`src/rtl/duel_clock_pkg.sv`:
```
package duel_clock_pkg;

  typedef enum logic [2:0] {
    ST_SETUP, ST_READY, ST_RUN_A, ST_RUN_B, ST_PAUSED, ST_FLAG
  } phase_t;

  typedef struct packed {
    logic [3:0] minT;
    logic [3:0] minO;
    logic [3:0] secT;
    logic [3:0] secO;
  } bcd_time_t;

  typedef struct packed {
    logic       loadPreset;
    logic [1:0] presetSel;
    logic       decA;
    logic       decB;
    logic       tickRun;
    logic       tickClr;
    logic       toneStart;
  } dp_ctrl_t;

  function automatic bcd_time_t presetTime(input logic [1:0] sel);
    case (sel)
      2'd0:    return bcd_time_t'(16'h0100);
      2'd1:    return bcd_time_t'(16'h0300);
      2'd2:    return bcd_time_t'(16'h0500);
      default: return bcd_time_t'(16'h1000);
    endcase
  endfunction

  function automatic bcd_time_t decTime(input bcd_time_t t);
    bcd_time_t r;
    r = t;
    if (t != '0) begin
      if (t.secO != 4'd0) r.secO = t.secO - 4'd1;
      else begin
        r.secO = 4'd9;
        if (t.secT != 4'd0) r.secT = t.secT - 4'd1;
        else begin
          r.secT = 4'd5;
          if (t.minO != 4'd0) r.minO = t.minO - 4'd1;
          else begin
            r.minO = 4'd9;
            r.minT = t.minT - 4'd1;
          end
        end
      end
    end
    return r;
  endfunction

  // active-high segment pattern, bit 0 = a ... bit 6 = g
  function automatic logic [6:0] seg7(input logic [3:0] d);
    case (d)
      4'd0: return 7'h3F;
      4'd1: return 7'h06;
      4'd2: return 7'h5B;
      4'd3: return 7'h4F;
      4'd4: return 7'h66;
      4'd5: return 7'h6D;
      4'd6: return 7'h7D;
      4'd7: return 7'h07;
      4'd8: return 7'h7F;
      4'd9: return 7'h6F;
      default: return 7'h00;
    endcase
  endfunction

endpackage

```
`src/rtl/duel_btn_filter.sv`:
```
module duel_btn_filter #(
  parameter int DEBOUNCE_CYCLES = 250000
) (
  input  logic clk,
  input  logic rst,
  input  logic rawIn,
  output logic pressed
);
  localparam int DW = $clog2(DEBOUNCE_CYCLES + 1);
  localparam logic [DW-1:0] DEB_LAST = DW'(DEBOUNCE_CYCLES - 1);

  logic [1:0]    syncQ;
  logic          level;
  logic          levelDly;
  logic [DW-1:0] stableCnt;

  always_ff @(posedge clk) begin
    if (rst) begin
      syncQ     <= '0;
      level     <= 1'b0;
      levelDly  <= 1'b0;
      stableCnt <= '0;
    end else begin
      syncQ    <= {syncQ[0], rawIn};
      levelDly <= level;
      if (syncQ[1] != level) begin
        if (stableCnt == DEB_LAST) begin
          level     <= syncQ[1];
          stableCnt <= '0;
        end else begin
          stableCnt <= stableCnt + 1'b1;
        end
      end else begin
        stableCnt <= '0;
      end
    end
  end

  assign pressed = level & ~levelDly;

  // one action per press
  p_single_pulse_r13: assert property (@(posedge clk) disable iff (rst)
    pressed |=> !pressed);

endmodule

```
`src/rtl/duel_ctrl.sv`:
```
module duel_ctrl
  import duel_clock_pkg::*;
(
  input  logic       clk,
  input  logic       rst,
  input  logic       pressA,
  input  logic       pressB,
  input  logic       pressSet,
  input  logic       tick,
  input  logic       lastA,
  input  logic       lastB,
  output dp_ctrl_t   ctl,
  output logic       ledA,
  output logic       ledB,
  output logic [1:0] timeUp
);
  phase_t     phase, phaseNx;
  logic       resumeB, resumeNx;
  logic [1:0] presetIdx, presetNx;
  logic [1:0] flagWho, flagNx;
  logic       expireA, expireB;

  assign expireA = tick && lastA && (phase == ST_RUN_A);
  assign expireB = tick && lastB && (phase == ST_RUN_B);

  always_comb begin
    phaseNx  = phase;
    resumeNx = resumeB;
    presetNx = presetIdx;
    flagNx   = flagWho;
    ctl           = '0;
    ctl.presetSel = presetIdx;
    ctl.tickRun   = (phase == ST_RUN_A) || (phase == ST_RUN_B);
    ctl.tickClr   = (phase == ST_SETUP) || (phase == ST_READY) || (phase == ST_FLAG);
    ctl.decA      = tick && (phase == ST_RUN_A);
    ctl.decB      = tick && (phase == ST_RUN_B);
    unique case (phase)
      ST_SETUP: begin
        if (pressSet) begin
          presetNx       = presetIdx + 2'd1;
          ctl.presetSel  = presetIdx + 2'd1;
          ctl.loadPreset = 1'b1;
        end else if (pressA || pressB) begin
          phaseNx = ST_READY;
        end
      end
      ST_READY: if (pressSet) phaseNx = ST_RUN_A;
      ST_RUN_A: begin
        if (expireA) begin
          phaseNx = ST_FLAG; flagNx = 2'b01; ctl.toneStart = 1'b1;
        end else if (pressSet) begin
          phaseNx = ST_PAUSED; resumeNx = 1'b0;
        end else if (pressA) phaseNx = ST_RUN_B;
      end
      ST_RUN_B: begin
        if (expireB) begin
          phaseNx = ST_FLAG; flagNx = 2'b10; ctl.toneStart = 1'b1;
        end else if (pressSet) begin
          phaseNx = ST_PAUSED; resumeNx = 1'b1;
        end else if (pressB) phaseNx = ST_RUN_A;
      end
      ST_PAUSED: if (pressSet) phaseNx = resumeB ? ST_RUN_B : ST_RUN_A;
      ST_FLAG: begin
        if (pressSet) begin
          phaseNx = ST_SETUP; flagNx = 2'b00; ctl.loadPreset = 1'b1;
        end
      end
      default: phaseNx = ST_SETUP;
    endcase
  end

  always_ff @(posedge clk) begin
    if (rst) begin
      phase     <= ST_SETUP;
      resumeB   <= 1'b0;
      presetIdx <= 2'd0;
      flagWho   <= 2'b00;
    end else begin
      phase     <= phaseNx;
      resumeB   <= resumeNx;
      presetIdx <= presetNx;
      flagWho   <= flagNx;
    end
  end

  assign ledA   = (phase == ST_RUN_A) || (phase == ST_PAUSED && !resumeB);
  assign ledB   = (phase == ST_RUN_B) || (phase == ST_PAUSED && resumeB);
  assign timeUp = flagWho;

  // one turn LED while a bank runs
  p_one_led_r5: assert property (@(posedge clk) disable iff (rst)
    (phase == ST_RUN_A || phase == ST_RUN_B) |-> (ledA != ledB));
  // active press hands the turn over
  p_turn_pass_r6: assert property (@(posedge clk) disable iff (rst)
    (phase == ST_RUN_A && pressA && !pressSet && !(tick && lastA)) |=> phase == ST_RUN_B);
  // press of the waiting player ignored
  p_inactive_r7: assert property (@(posedge clk) disable iff (rst)
    (phase == ST_RUN_B && pressA && !pressB && !pressSet && !(tick && lastB)) |=> phase == ST_RUN_B);
  // expiry wins over any press
  p_expiry_r9: assert property (@(posedge clk) disable iff (rst)
    (phase == ST_RUN_A && tick && lastA) |=> (phase == ST_FLAG && timeUp == 2'b01 && !ledA && !ledB));
  // flag held until settings press
  p_flag_hold_r11: assert property (@(posedge clk) disable iff (rst)
    (phase == ST_FLAG && !pressSet) |=> (phase == ST_FLAG && $stable(timeUp)));

endmodule

```
`src/rtl/duel_dp.sv`:
```
module duel_dp
  import duel_clock_pkg::*;
#(
  parameter int TICK_CYCLES      = 25000000,
  parameter int SCAN_CYCLES      = 3125,
  parameter int TONE_HALF_CYCLES = 6250
) (
  input  logic       clk,
  input  logic       rst,
  input  dp_ctrl_t   ctl,
  output logic       tick,
  output logic       lastA,
  output logic       lastB,
  output logic [6:0] segN,
  output logic [7:0] digitN,
  output logic       speaker
);
  localparam int TW = $clog2(TICK_CYCLES + 1);
  localparam logic [TW-1:0] TICK_LAST = TW'(TICK_CYCLES - 1);
  localparam logic [TW-1:0] TICK_FULL = TW'(TICK_CYCLES);
  localparam int SW = $clog2(SCAN_CYCLES + 1);
  localparam logic [SW-1:0] SCAN_LAST = SW'(SCAN_CYCLES - 1);
  localparam int HW = $clog2(TONE_HALF_CYCLES + 1);
  localparam logic [HW-1:0] HALF_LAST = HW'(TONE_HALF_CYCLES - 1);

  bcd_time_t bank [2];
  logic [1:0] decVec;
  assign decVec = {ctl.decB, ctl.decA};

  for (genvar p = 0; p < 2; p++) begin : g_bank
    always_ff @(posedge clk) begin
      if (rst)                 bank[p] <= presetTime(2'd0);
      else if (ctl.loadPreset) bank[p] <= presetTime(ctl.presetSel);
      else if (decVec[p])      bank[p] <= decTime(bank[p]);
    end

    // a bank moves only on its own strobe or a preset load
    p_bank_hold_r5: assert property (@(posedge clk) disable iff (rst)
      (!ctl.loadPreset && !decVec[p]) |=> $stable(bank[p]));
    // every digit stays legal BCD
    p_bcd_r4: assert property (@(posedge clk) disable iff (rst)
      bank[p].secO <= 4'd9 && bank[p].secT <= 4'd5 && bank[p].minO <= 4'd9 && bank[p].minT <= 4'd9);
  end

  assign lastA = (bank[0] == bcd_time_t'(16'h0001));
  assign lastB = (bank[1] == bcd_time_t'(16'h0001));

  // one-second time base, held in pause, cleared outside play
  logic [TW-1:0] tickCnt;
  always_ff @(posedge clk) begin
    if (rst || ctl.tickClr) tickCnt <= '0;
    else if (ctl.tickRun)   tickCnt <= (tickCnt == TICK_LAST) ? '0 : tickCnt + 1'b1;
  end
  assign tick = ctl.tickRun && (tickCnt == TICK_LAST);

  // display scan: digit select and segments registered as a pair
  logic [SW-1:0] scanDiv;
  logic [2:0]    scanIdx;
  bcd_time_t     scanBank;
  logic [3:0]    scanDigit;

  always_comb begin
    scanBank = bank[scanIdx[2]];
    case (scanIdx[1:0])
      2'd0:    scanDigit = scanBank.secO;
      2'd1:    scanDigit = scanBank.secT;
      2'd2:    scanDigit = scanBank.minO;
      default: scanDigit = scanBank.minT;
    endcase
  end

  always_ff @(posedge clk) begin
    if (rst) begin
      scanDiv <= '0;
      scanIdx <= 3'd0;
      digitN  <= 8'hFE;
      segN    <= 7'h7F;
    end else begin
      if (scanDiv == SCAN_LAST) begin
        scanDiv <= '0;
        scanIdx <= scanIdx + 3'd1;
      end else begin
        scanDiv <= scanDiv + 1'b1;
      end
      digitN <= ~(8'd1 << scanIdx);
      segN   <= ~seg7(scanDigit);
    end
  end

  // one digit driven at a time
  p_digit_onehot_r12: assert property (@(posedge clk) disable iff (rst)
    $countones(~digitN) == 1);

  // expiry tone
  logic [TW-1:0] toneLeft;
  logic [HW-1:0] halfCnt;
  always_ff @(posedge clk) begin
    if (rst) begin
      toneLeft <= '0;
      halfCnt  <= '0;
      speaker  <= 1'b0;
    end else if (ctl.toneStart) begin
      toneLeft <= TICK_FULL;
      halfCnt  <= '0;
      speaker  <= 1'b0;
    end else if (toneLeft != '0) begin
      toneLeft <= toneLeft - 1'b1;
      if (halfCnt == HALF_LAST) begin
        halfCnt <= '0;
        speaker <= ~speaker;
      end else begin
        halfCnt <= halfCnt + 1'b1;
      end
    end else begin
      halfCnt <= '0;
      speaker <= 1'b0;
    end
  end

  // silent once the tone window has run out
  p_tone_quiet_r10: assert property (@(posedge clk) disable iff (rst)
    (toneLeft == '0 && !ctl.toneStart) |=> !speaker);

endmodule

```
`src/rtl/duel_clock.sv`:
```
module duel_clock #(
  parameter int CLK_HZ           = 25000000,
  parameter int TICK_CYCLES      = CLK_HZ,
  parameter int DEBOUNCE_CYCLES  = CLK_HZ / 100,
  parameter int SCAN_CYCLES      = CLK_HZ / 8000,
  parameter int TONE_HALF_CYCLES = CLK_HZ / 4000
) (
  input  logic       clk,
  input  logic       rst,
  input  logic       btnMoveA,
  input  logic       btnMoveB,
  input  logic       btnSet,
  output logic [6:0] segN,
  output logic [7:0] digitN,
  output logic       ledA,
  output logic       ledB,
  output logic [1:0] timeUp,
  output logic       speaker
);
  import duel_clock_pkg::*;

  logic [2:0] rawBtn;
  logic [2:0] pressVec;
  assign rawBtn = {btnSet, btnMoveB, btnMoveA};

  for (genvar i = 0; i < 3; i++) begin : g_btn
    duel_btn_filter #(.DEBOUNCE_CYCLES(DEBOUNCE_CYCLES)) u_filt (
      .clk(clk), .rst(rst), .rawIn(rawBtn[i]), .pressed(pressVec[i]));
  end

  dp_ctrl_t ctl;
  logic tick, lastA, lastB;

  duel_ctrl u_ctrl (
    .clk(clk), .rst(rst),
    .pressA(pressVec[0]), .pressB(pressVec[1]), .pressSet(pressVec[2]),
    .tick(tick), .lastA(lastA), .lastB(lastB),
    .ctl(ctl), .ledA(ledA), .ledB(ledB), .timeUp(timeUp));

  duel_dp #(
    .TICK_CYCLES(TICK_CYCLES), .SCAN_CYCLES(SCAN_CYCLES),
    .TONE_HALF_CYCLES(TONE_HALF_CYCLES)
  ) u_dp (
    .clk(clk), .rst(rst), .ctl(ctl),
    .tick(tick), .lastA(lastA), .lastB(lastB),
    .segN(segN), .digitN(digitN), .speaker(speaker));

endmodule

```
`config.mk`:
```
export PLATFORM = sky130hd
export DESIGN_NAME = duel_clock
export DESIGN_NICKNAME = d
export VERILOG_FILES = /design/src/rtl/duel_clock_pkg.sv /design/src/rtl/duel_btn_filter.sv /design/src/rtl/duel_ctrl.sv /design/src/rtl/duel_dp.sv /design/src/rtl/duel_clock.sv
export SDC_FILE = /design/constraint.sdc
export NUM_CORES = 1
export LEC_CHECK = 0
export BUFFER_PORTS_ARGS = -buffer_cell sky130_fd_sc_hd__buf_2
export CORE_ASPECT_RATIO = 0.8
export CORE_MARGIN = 10
export CORE_UTILIZATION = 28
export DETAILED_ROUTE_END_ITERATION = 10
export SLEW_MARGIN = 20
export SYNTH_ARGS = -nofsm -noshare
export SYNTH_HDL_FRONTEND = slang
export SYNTH_SLANG_ARGS = --single-unit
```
`constraint.sdc`:
```
create_clock -name clk -period 3.7 [get_ports clk]
set_input_delay 0.74 -clock clk [delete_from_list [all_inputs] [get_ports clk]]
set_output_delay 0.74 -clock clk [all_outputs]
set_load 0.1 [all_outputs]
```
==> results.yml <==
run_status:
  status: "completed"
critical_path:
  critPathLaunchType: "flip-flop"
  cp_max_fo: 13
  path_cells: "nor4_1 > nand4_1 > o22ai_1 > nand3_1 > nand4b_1 > nor2_1"
  slowest_stage: "nor4_1"
  cp.arrival_ns: 3.48
  crit_buf_inv: 0
  r2r_slack_ns: 0.59
  startpoint: "u_dp.bank[0][4]$_SDFFCE_PP0P_"
  max_stage_delay_ns: 0.76
  critPathKind: "flip-flop to flip-flop"
  cp_top_family: "simple AND/OR/NAND/NOR gates"
  r2r-end: "u_dp.halfCnt[11]$_SDFF_PP0_"
  r2r_cells: 6
  crit_required_ns: 4.07
  reg2reg_from: "u_dp.bank[0][4]$_SDFFCE_PP0P_"
  critical_path.endpoint_type: "flip-flop"
sta:
  hold_viol_final: 0
  worst_slew_pin_slew_ns: 0.8769
  max_freq_ghz: 0.3216
  setup_slack_ns: 0.5909
  finClkSkew_ns: 0.01614
  maxSlewViolCount: 0
  fin_tns_setup_ns: 0
  period_needed_ns: 3.109
  rsz0062_at_grt: "false"
  period_share_pct: 84.03
  finalSetupViolCount: 0
  slew_headroom_pct: 40.03
final_layout:
  drive_gt1_share_pct: 7.116
  utilization_pct: 32.67
  regArea_sq_um: 4344
  antennaDiodeCount: 0
  nets: 1096
  multi_input_area_sq_um: 4726
  n_fill_cell: 3386
  syn2layout_area_growth_pct: 14.34
hold_path:
  hp-class: "flip-flop to flip-flop"
  min_path_cells: 1
  hold_end: "g_btn[0].u_filt.syncQ[1]$_SDFF_PP0_"
  min-delay-start: "g_btn[0].u_filt.syncQ[0]$_SDFF_PP0_"
yosys:
  synth.area.mux_share_pct: 1.821
  ys_ff_latch: 201
  synthesis.nets: 1076
  ys_seq_area_share_pct: 46.50
  synth_top_family_by_area: "simple AND/OR/NAND/NOR gates"
  syn_area_per_cell_sq_um: 8.923
  ys.flop_type: "dfxtp_1"
  synthXorXnorAreaFrac_pct: 10.97
  synth_common_cells: "nor2_1, dfxtp_1, nand2_1, xnor2_1, a21oi_1"
  yosys.area_share.simple_pct: 26.07
  yosysTopAreaCellShare_pct: 36.21
  synth_top_area_cell: "dfxtp_1"
  synth-adder-area-share_pct: 3.214
  synth_compound_area_share_pct: 8.504
  yosysWarningCount: 0
  synth_area_leaders: "dfxtp_1, edfxtp_1, nor2_1, xnor2_1, xor2_1"
  synth.distinct_cells: 60
  synth_enable_flop_cells: 32
  syn_inst: 1047
  syn_area_sq_um: 9343
  yosysMostFrequentCell: "nor2_1"
  synth-async-reset-ratio_pct: 0
grt:
  grt_usage_pct: 9.286
  grt_antenna_before_repair: 0
  gr-total-overflow: 0
  grt_pass1_vias: 6772
  grt_pass1_wl_um: 33070
  grt_max_degree: 46
die:
  start_util_pct: 28.57
  rows: 59
  coreArea_sq_um: 32700
  boundaryPins: 25
  die-area_sq_um: 41120
  fp.dieW_um: 224.2
  die_y_um: 183.4
clocking:
  cts_tree: "built"
  cts_hold_buffers: 0
  clock-sinks: 201
  cts-root-buf: "clkbuf_16"
  worst_skew_pair.late_latency_ns: 0.52
  htree_levels: 1
  post_cts_buffers: 0
  numCtsBuffers: 22
  post_cts_resized: 0
  cts_buffer_depth: 3
  clk_pin_slew_ns: 0.06
run:
  drv_cap: 0
detailed_routing:
  wl_um: 19130
  drt_iter0_markers: 633
  drtPass1Iterations: 5
  drc_errors: 0
  postRouteAntennaNets: 0
  wl_per_cell_um: 12.68
  viasPerCell: 4.740
  via_count: 7152
power_and_ir_drop:
  power_leakage_nw: 3.561
  peakVddDrop_v: 0.0003463
  p_per_area_nw_per_um2: 555.8
placement:
  preCtsSetupSlack_ns: 0.5984
  place_congestion: 0.8200
  port_buffers: 24
  dpl.hpwl_um: 13110
[cells in the final DEF (no fill, tap or decap), types with 4 or more instances in the layout]
cell type	instances
clkbuf_16	23
or2_2	4
nand2_1	74
a222oi_1	8
and3_1	15
xnor2_1	69
nor2_1	185
nand3b_1	6
nand3_1	41
xor2_1	48
inv_1	37
and2_1	6
dfxtp_1	169
o31ai_1	6
a21oi_1	53
ha_1	24
nand2b_1	15
buf_4	5
bufinv_16	4
mux2i_1	8
nor2b_1	13
nor4b_1	6
nor4_1	22
buf_2	24
edfxtp_1	32
or3_1	18
and4_1	4
o21ai_0	45
or4_1	4
nor3_1	23
nor3b_1	7
nand4b_1	4
nand4_1	28
a211oi_1	5
[power breakdown]
group	internal [mW]	leakage [nW]	total, mW	switching (mW)
combinational	0.418	1.48	1.05	0.629
sequential	2.37	1.69	2.52	0.147
clock	1.47	0.386	2.37	0.898
total	4.26	3.56	5.94	1.67
[kinds of logic after synthesis]
logic type	Yosys count
muxes	13
AOI/OAI and AO/OA	134
DFF	201
xor gates and xnor gates	117
buffers and inverters	70
adders and majority gates	24
and+or+nand+nor	488
[worst max path at each step]
stage | to | depth (start not counted)
3_3_place_gp | u_dp.halfCnt[3]$_SDFF_PP0_ | 6
3_5_place_dp | u_dp.halfCnt[6]$_SDFF_PP0_ | 6
6_report | u_dp.halfCnt[11]$_SDFF_PP0_ | 6
2_1_floorplan | ledA | 4
4_1_cts | u_dp.halfCnt[11]$_SDFF_PP0_ | 6
5_1_grt | u_dp.halfCnt[5]$_SDFF_PP0_ | 6
[flip-flops by register name (all words and copies together), names as in the netlist, named ones only]
register	flops
u_dp.bank	32
u_ctrl.presetIdx	2
g_btn.u_filt.levelDly	3
g_btn.u_filt.stableCnt	54
u_dp.toneLeft	25
u_ctrl.phase	3
u_dp.segN	7
u_ctrl.timeUp	2
u_dp.scanIdx	3
g_btn.u_filt.syncQ	6
u_dp.halfCnt	13
u_dp.speaker	1
u_dp.digitN	8
u_dp.tickCnt	25
u_dp.scanDiv	12
g_btn.u_filt.level	3
u_ctrl.resumeB	1
[cell type report]
cell class | count | area share (%)
multi-input combinational | 776 | 44.24
clock buffer | 29 | 5.880
clock inverter | 10 | 1.441
inverter | 37 | 1.300
timing repair buffer | 29 | 1.476
tap | 427 | 5.001
sequential | 201 | 40.67
[through the flow]
step	hold WS (ns)	instance area, sq um	total power, mW	std cells
3_5_place_dp	0.4340	9901	3.605	1470
4_1_cts	0.4368	10680	6.008	1509
3_3_place_gp	0.4270	9901	3.588	1470
2_1_floorplan	0.4130	9343	3.396	1047
6_report	0.4382	10680	5.937	1509
5_1_grt	0.4495	10680	6.252	1509
[routing by layer]
layer | global-route usage, % | share of wire [%] | up-vias
met5 | 0 | 0 | -
met4 | 2.498 | 2.1 | 0
met3 | 2.168 | 4.9 | 32
met2 | 13.82 | 41 | 116
met1 | 13.14 | 51 | 3324
li1 | - | - | 3680
[worst reg2reg max path, delay by kind of cell, from the launching register on]
family,cells,cell delay [ns]
DFF,1,0.47
AOI/OAI and AO/OA,1,0.30
and+or+nand+nor,5,2.19
(Power assumes the default switching activity.)
